$ cat config.mk
export PLATFORM = sky130hd
export DESIGN_NAME = scl_timing_gen
export DESIGN_NICKNAME = d
export VERILOG_FILES = /design/src/rtl/scl_timing_pkg.sv /design/src/rtl/scl_cfg_latch.sv /design/src/rtl/scl_prescaler.sv /design/src/rtl/scl_phase_fsm.sv /design/src/rtl/scl_timing_gen.sv
export SDC_FILE = /design/constraint.sdc
export NUM_CORES = 1
export LEC_CHECK = 0
export BUFFER_PORTS_ARGS = -buffer_cell sky130_fd_sc_hd__clkbuf_2
export CAP_MARGIN = 10
export CORE_UTILIZATION = 45
export DETAILED_ROUTE_END_ITERATION = 12
export GPL_ROUTABILITY_DRIVEN = 0
export PLACE_DENSITY_LB_ADDON = 0.1
export SYNTH_ARGS = -nofsm -noshare
export SYNTH_HDL_FRONTEND = slang
export SYNTH_SLANG_ARGS = --single-unit
$ cat constraint.sdc
create_clock -name clk -period 7.1 [get_ports clk]
set_clock_uncertainty 0.15 [all_clocks]
set_input_delay 0.355 -clock clk [delete_from_list [all_inputs] [get_ports clk]]
set_output_delay 0.355 -clock clk [all_outputs]
set_load 0.01 [all_outputs]
$ cat src/rtl/scl_timing_pkg.sv
package scl_timing_pkg;
   typedef enum logic [2:0] {
      PH_IDLE = 3'd0,
      PH_LOW  = 3'd1,
      PH_SLOT = 3'd2,
      PH_WAIT = 3'd3,
      PH_HIGH = 3'd4
   } scl_phase_e;

   function automatic logic is_driven(input scl_phase_e ph);
      return (ph == PH_LOW) || (ph == PH_SLOT);
   endfunction
endpackage

$ cat src/rtl/scl_cfg_latch.sv
module scl_cfg_latch #(
   parameter int CNT_W = 10,
   parameter int DIV_W = 8,
   parameter int CFG_W = 32
) (
   input  logic             clk,
   input  logic             rst_n,
   input  logic             load,
   input  logic [CFG_W-1:0] cfg_word,
   input  logic [DIV_W-1:0] cfg_div,
   output logic [CNT_W-1:0] hi_ticks,
   output logic [CNT_W-1:0] lo_ticks,
   output logic [CNT_W-1:0] slot_ticks,
   output logic [DIV_W-1:0] div_eff
);
   localparam int HI_LSB = 2 * CNT_W;
   localparam int LO_LSB = CNT_W;
   localparam int CY_LSB = 0;
   localparam logic [CNT_W-1:0] ONE_C = CNT_W'(1);
   localparam logic [DIV_W-1:0] ONE_D = DIV_W'(1);

   logic [CNT_W-1:0] raw_hi, raw_lo, raw_cy;
   logic [CNT_W-1:0] hi_c, lo_c, slot_c;
   logic [CNT_W:0]   sum_c, cy_ext;
   logic [DIV_W-1:0] div_c;

   always_comb begin
      raw_hi = cfg_word[HI_LSB +: CNT_W];
      raw_lo = cfg_word[LO_LSB +: CNT_W];
      raw_cy = cfg_word[CY_LSB +: CNT_W];
      hi_c   = (raw_hi == '0) ? ONE_C : raw_hi;
      lo_c   = (raw_lo == '0) ? ONE_C : raw_lo;
      sum_c  = {1'b0, hi_c} + {1'b0, lo_c};
      cy_ext = {1'b0, raw_cy};
      slot_c = (cy_ext > sum_c) ? CNT_W'(cy_ext - sum_c) : '0;
      div_c  = (cfg_div == '0) ? ONE_D : cfg_div;
   end

   always_ff @(posedge clk or negedge rst_n) begin
      if (!rst_n) begin
         hi_ticks   <= ONE_C;
         lo_ticks   <= ONE_C;
         slot_ticks <= '0;
         div_eff    <= ONE_D;
      end else if (load) begin
         hi_ticks   <= hi_c;
         lo_ticks   <= lo_c;
         slot_ticks <= slot_c;
         div_eff    <= div_c;
      end
   end
endmodule

$ cat src/rtl/scl_prescaler.sv
module scl_prescaler #(
   parameter int DIV_W = 8
) (
   input  logic             clk,
   input  logic             rst_n,
   input  logic             run,
   input  logic [DIV_W-1:0] div_eff,
   output logic             tick
);
   localparam logic [DIV_W-1:0] ONE_D = DIV_W'(1);

   logic [DIV_W-1:0] pre_cnt;

   assign tick = run && (pre_cnt == div_eff - ONE_D);

   always_ff @(posedge clk or negedge rst_n) begin
      if (!rst_n)      pre_cnt <= '0;
      else if (!run)   pre_cnt <= '0;
      else if (tick)   pre_cnt <= '0;
      else             pre_cnt <= pre_cnt + ONE_D;
   end
endmodule

$ cat src/rtl/scl_phase_fsm.sv
module scl_phase_fsm
   import scl_timing_pkg::*;
#(
   parameter int CNT_W      = 10,
   parameter bit STRETCH_EN = 1'b1
) (
   input  logic             clk,
   input  logic             rst_n,
   input  logic             en,
   input  logic             tick,
   input  logic             scl_in,
   input  logic [CNT_W-1:0] hi_ticks,
   input  logic [CNT_W-1:0] lo_ticks,
   input  logic [CNT_W-1:0] slot_ticks,
   output scl_phase_e       phase,
   output logic             load,
   output logic             run,
   output logic             stb_low,
   output logic             stb_sda,
   output logic             stb_high,
   output logic             stb_end
);
   localparam logic [CNT_W-1:0] ONE_C = CNT_W'(1);

   scl_phase_e       nxt;
   logic [CNT_W-1:0] tcnt, limit;
   logic             last_tick, high_ok;
   logic             s_low, s_sda, s_high, s_end;

   generate
      if (STRETCH_EN) begin : g_stretch
         assign high_ok = scl_in;
      end else begin : g_free
         assign high_ok = 1'b1;
      end
   endgenerate

   always_comb begin
      unique case (phase)
         PH_LOW:  limit = lo_ticks;
         PH_SLOT: limit = slot_ticks;
         PH_HIGH: limit = hi_ticks;
         default: limit = ONE_C;
      endcase
   end

   assign run       = (phase == PH_LOW) || (phase == PH_SLOT) || (phase == PH_HIGH);
   assign last_tick = tick && (tcnt == limit - ONE_C);

   always_comb begin
      nxt    = phase;
      load   = 1'b0;
      s_low  = 1'b0;
      s_sda  = 1'b0;
      s_high = 1'b0;
      s_end  = 1'b0;
      if (!en) begin
         nxt = PH_IDLE;
      end else begin
         unique case (phase)
            PH_IDLE: begin
               nxt   = PH_LOW;
               load  = 1'b1;
               s_low = 1'b1;
            end
            PH_LOW: if (last_tick) begin
               s_sda = 1'b1;
               nxt   = (slot_ticks != '0) ? PH_SLOT : PH_WAIT;
            end
            PH_SLOT: if (last_tick) nxt = PH_WAIT;
            PH_WAIT: if (high_ok) begin
               nxt    = PH_HIGH;
               s_high = 1'b1;
            end
            PH_HIGH: if (last_tick) begin
               nxt   = PH_LOW;
               load  = 1'b1;
               s_low = 1'b1;
               s_end = 1'b1;
            end
            default: nxt = PH_IDLE;
         endcase
      end
   end

   always_ff @(posedge clk or negedge rst_n) begin
      if (!rst_n) begin
         phase    <= PH_IDLE;
         tcnt     <= '0;
         stb_low  <= 1'b0;
         stb_sda  <= 1'b0;
         stb_high <= 1'b0;
         stb_end  <= 1'b0;
      end else begin
         phase    <= nxt;
         if (nxt != phase) tcnt <= '0;
         else if (tick)    tcnt <= tcnt + ONE_C;
         stb_low  <= s_low;
         stb_sda  <= s_sda;
         stb_high <= s_high;
         stb_end  <= s_end;
      end
   end
endmodule

$ cat src/rtl/scl_timing_gen.sv
module scl_timing_gen
   import scl_timing_pkg::*;
#(
   parameter int CNT_W      = 10,
   parameter int DIV_W      = 8,
   parameter int CFG_W      = 32,
   parameter bit STRETCH_EN = 1'b1
) (
   input  logic             clk,
   input  logic             rst_n,
   input  logic             en,
   input  logic [DIV_W-1:0] cfg_div,
   input  logic [CFG_W-1:0] cfg_word,
   input  logic             scl_in,
   output logic             scl_oe,
   output logic             stb_low,
   output logic             stb_sda,
   output logic             stb_high,
   output logic             stb_end
);
   generate
      if (3 * CNT_W > CFG_W) begin : g_bad_cfg
         $error("configuration word too narrow for three counts");
      end
      if (CNT_W < 2 || DIV_W < 1) begin : g_bad_w
         $error("counter widths out of range");
      end
   endgenerate

   scl_phase_e       phase;
   logic             load, run, tick;
   logic [CNT_W-1:0] hi_ticks, lo_ticks, slot_ticks;
   logic [DIV_W-1:0] div_eff;

   scl_cfg_latch #(.CNT_W(CNT_W), .DIV_W(DIV_W), .CFG_W(CFG_W)) u_cfg (
      .clk(clk), .rst_n(rst_n), .load(load), .cfg_word(cfg_word),
      .cfg_div(cfg_div), .hi_ticks(hi_ticks), .lo_ticks(lo_ticks),
      .slot_ticks(slot_ticks), .div_eff(div_eff)
   );

   scl_prescaler #(.DIV_W(DIV_W)) u_pre (
      .clk(clk), .rst_n(rst_n), .run(run), .div_eff(div_eff), .tick(tick)
   );

   scl_phase_fsm #(.CNT_W(CNT_W), .STRETCH_EN(STRETCH_EN)) u_fsm (
      .clk(clk), .rst_n(rst_n), .en(en), .tick(tick), .scl_in(scl_in),
      .hi_ticks(hi_ticks), .lo_ticks(lo_ticks), .slot_ticks(slot_ticks),
      .phase(phase), .load(load), .run(run),
      .stb_low(stb_low), .stb_sda(stb_sda), .stb_high(stb_high), .stb_end(stb_end)
   );

   assign scl_oe = is_driven(phase);
endmodule

==> impl_metrics.toml <==
[outcome]
status = "finished, final reports clean"

[place]
io_buffer_count = 46
place_area_sq_mm = 0.00484
place_hpwl_um = 8030
dp_cells = 625

[logic_synthesis]
async_flop_share_pct = 100
synth.cell_area_sq_mm = 0.00457
avgSynthCellArea_sq_um = 9.60
synthCells = 476
synth_ff_type = "dfrtp_1"
ys_ff_latch = 63
ys_types = 67
synth-edff-count = 0
synth-seq-area-share_pct = 34.6
syn_nets = 546
yosys_warnings = 0

[clock_network]
clk_path_buf_depth = 2
numCtsBuffers = 9
cts_tree = "done"
postCtsSetupBuffers = 0
ctsResizeCount = 0
clkLatencyLatePin_ps = 340
clock-sinks = 63
htree_levels = 3
clockRootBuffer = "clkbuf_8"
clk_pin_slew_ps = 80
cts_hold_buf = 0

[floorplan]
die_h_um = 103
start_util_pct = 46.6
dieArea_sq_mm = 0.0106
rows = 36
core_area_sq_mm = 0.00982
die_x_um = 103
pin_count = 49

[critical_path]
worst-path-stages = 12
cp_slowest_cell = "dfrtp_1"
critPathBufInv = 2
crit_required_ps = 7180
path_cells = "nor2b_1 > a221o_1 > ha_1 > nor4b_1 > and4_1 > nand3_2 > xnor2_2 > o2111ai_2 > o21a_1 > buf_4 > inv_2 > mux2_2"
critPathKind = "flip-flop to flip-flop"
crit_arrival_ps = 5040
cp_top_family = "simple AND/OR/NAND/NOR gates"
startpoint_type = "flip-flop"
max_stage_delay_ps = 750
r2r_cells = 12
end_kind = "flip-flop"
cp_max_fo = 27

[global_route]
track_usage_pct = 21.2
grt_start_max_net_pins = 64
grt_pass1_vias = 3478
grt_antenna_before_repair = 0
grt_pass1_wl_um = 17200
gr-total-overflow = 0

[routing]
wl_per_cell_um = 16.5
first_iter_violations = 143
vias_per_cell = 5.73
drc = 0
vias = 3673
antenna_left = 0
dr.pass1.iters = 4
wl_um = 10600

[pwr]
cellPowerDensity_mw_per_mm2 = 335
peakVddDrop_uv = 114
power.leakage_nw = 2.22
power.total_mw = 1.70

[sta]
drv_slew = 0
fin_setup_tns_ps = 0
slew_headroom_pct = 22.6
worstMarginPinSlew_ps = 1150
setup_violations = 0
rsz0062_at_grt = "false"
clock.fmax_mhz = 202
period_needed_ps = 4950
hold_violations = 0
min_period_over_period_pct = 69.8

[cells_and_area]
final_util_pct = 51.8
stdcell_area_sq_mm = 0.00509
drive_gt1_share_pct = 19.5
fin_nets = 573
areaGrowthSynthToFinish_pct = 11.2
num_antenna_cells = 0
nFillCells = 965
layoutNonFillerInstCount = 641
final_common_cell = "dfrtp_1"
final_cell_mix = "dfrtp_1 (60), clkbuf_2 (46), xnor2_1 (33)"

[flow_run]
maxCapViolations = 0

[worst_hold_path]
worstHoldPathType = "input port to async pin"
per-layer routing:
layer / GRT usage (%) / vias to the layer above / part of all wire, %
met5: 0 / - / 0
met4: 7.04 / 0 / 1.5
met3: 2.78 / 12 / 2.4
met2: 34.0 / 59 / 48
met1: 29.6 / 1786 / 48
li1: - / 1816 / -
power by group:
| group | total, mW | internal, mW | switching (mW) | leakage, nW |
|---|---|---|---|---|
| clock | 0.382 | 0.234 | 0.148 | 0.120 |
| sequential | 0.578 | 0.480 | 0.0986 | 0.802 |
| combinational | 0.742 | 0.356 | 0.386 | 1.30 |
worst register-to-register path, cell delays in order, from the launching register on:
cell,delay [ps]
dfrtp_1,750
nor2b_1,720
a221o_1,350
ha_1,250
nor4b_1,280
and4_1,330
nand3_2,120
xnor2_2,220
o2111ai_2,450
o21a_1,330
buf_4,250
inv_2,280
mux2_2,370
stage by stage:
stage,setup slack (ps),hold WS (ps)
4_1_cts,2220,68.8
3_3_place_gp,2230,320
6_report,2150,31.8
3_5_place_dp,2140,329
5_1_grt,1880,92.7
2_1_floorplan,3290,-90.6
final cells by class:
type                       count  area, sq um  area share (%)
multi-input combinational    360         2760            54.3
clock inverter                 7          120            2.36
clock buffer                   9          124            2.44
timing repair buffer          50          260            5.12
tap                          133          166            3.27
inverter                      19         71.3            1.40
sequential                    63         1580            31.1
cells by family (layout without fill, tap and decap cells):
group / count (synthesis) / after routing / synth area share, %
AND/OR/NAND/NOR: 146 / 146 / 17.9
AO/OA/AOI/OAI: 107 / 107 / 17.1
flip-flops: 63 / 63 / 34.6
buffers and inverters: 53 / 85 / 4.98
XOR/XNOR: 52 / 52 / 10.1
multiplexers: 29 / 29 / 7.91
adder cells (fa/ha/maj): 26 / 26 / 7.44
sequential cells by signal, summed over array words and instances (netlist names):
signal	count
u_cfg.hi_ticks	10
u_cfg.lo_ticks	10
u_cfg.slot_ticks	10
u_fsm.tcnt	10
u_cfg.div_eff	8
u_pre.pre_cnt	8
u_fsm.phase	3
u_fsm.stb_end	1
u_fsm.stb_high	1
u_fsm.stb_low	1
u_fsm.stb_sda	1
cells in the mapped netlist (9+ instances only):
master,number,area [sq um]
and3_1,9,56.3
clkbuf_1,27,101
nor3_1,14,70.1
a211oi_1,10,75.1
nand3_1,17,85.1
mux2_2,9,101
dfrtp_1,60,1500
o211ai_1,10,75.1
nor2b_1,12,75.1
xor2_1,18,158
nor4_1,9,56.3
ha_1,24,300
nor2_1,28,105
a21oi_1,18,90.1
nand2_1,12,45.0
o21ai_0,12,60.1
xnor2_1,33,289
o31ai_1,12,90.1
mux2_4,10,150
inv_1,17,63.8
final timing paths:
path | from | slack (ps) | end
setup / recovery | u_fsm.phase[1]$_DFF_PN0_ | 2150 | u_cfg.div_eff[5]$_DFFE_PN0P_
hold / removal | rst_n | 30 | u_fsm.stb_sda$_DFF_PN0_
setup reg to reg | u_fsm.phase[1]$_DFF_PN0_ | 2150 | u_cfg.div_eff[5]$_DFFE_PN0P_
hold reg to reg | u_cfg.lo_ticks[1]$_DFFE_PN0P_ | 350 | u_cfg.lo_ticks[1]$_DFFE_PN0P_
max in group asynchronous | rst_n | 6260 | u_cfg.slot_ticks[5]$_DFFE_PN0P_
min in group clk | cfg_div[2] | 90 | u_cfg.div_eff[2]$_DFFE_PN0P_
Note: power is estimated with default switching activity, not from simulation.
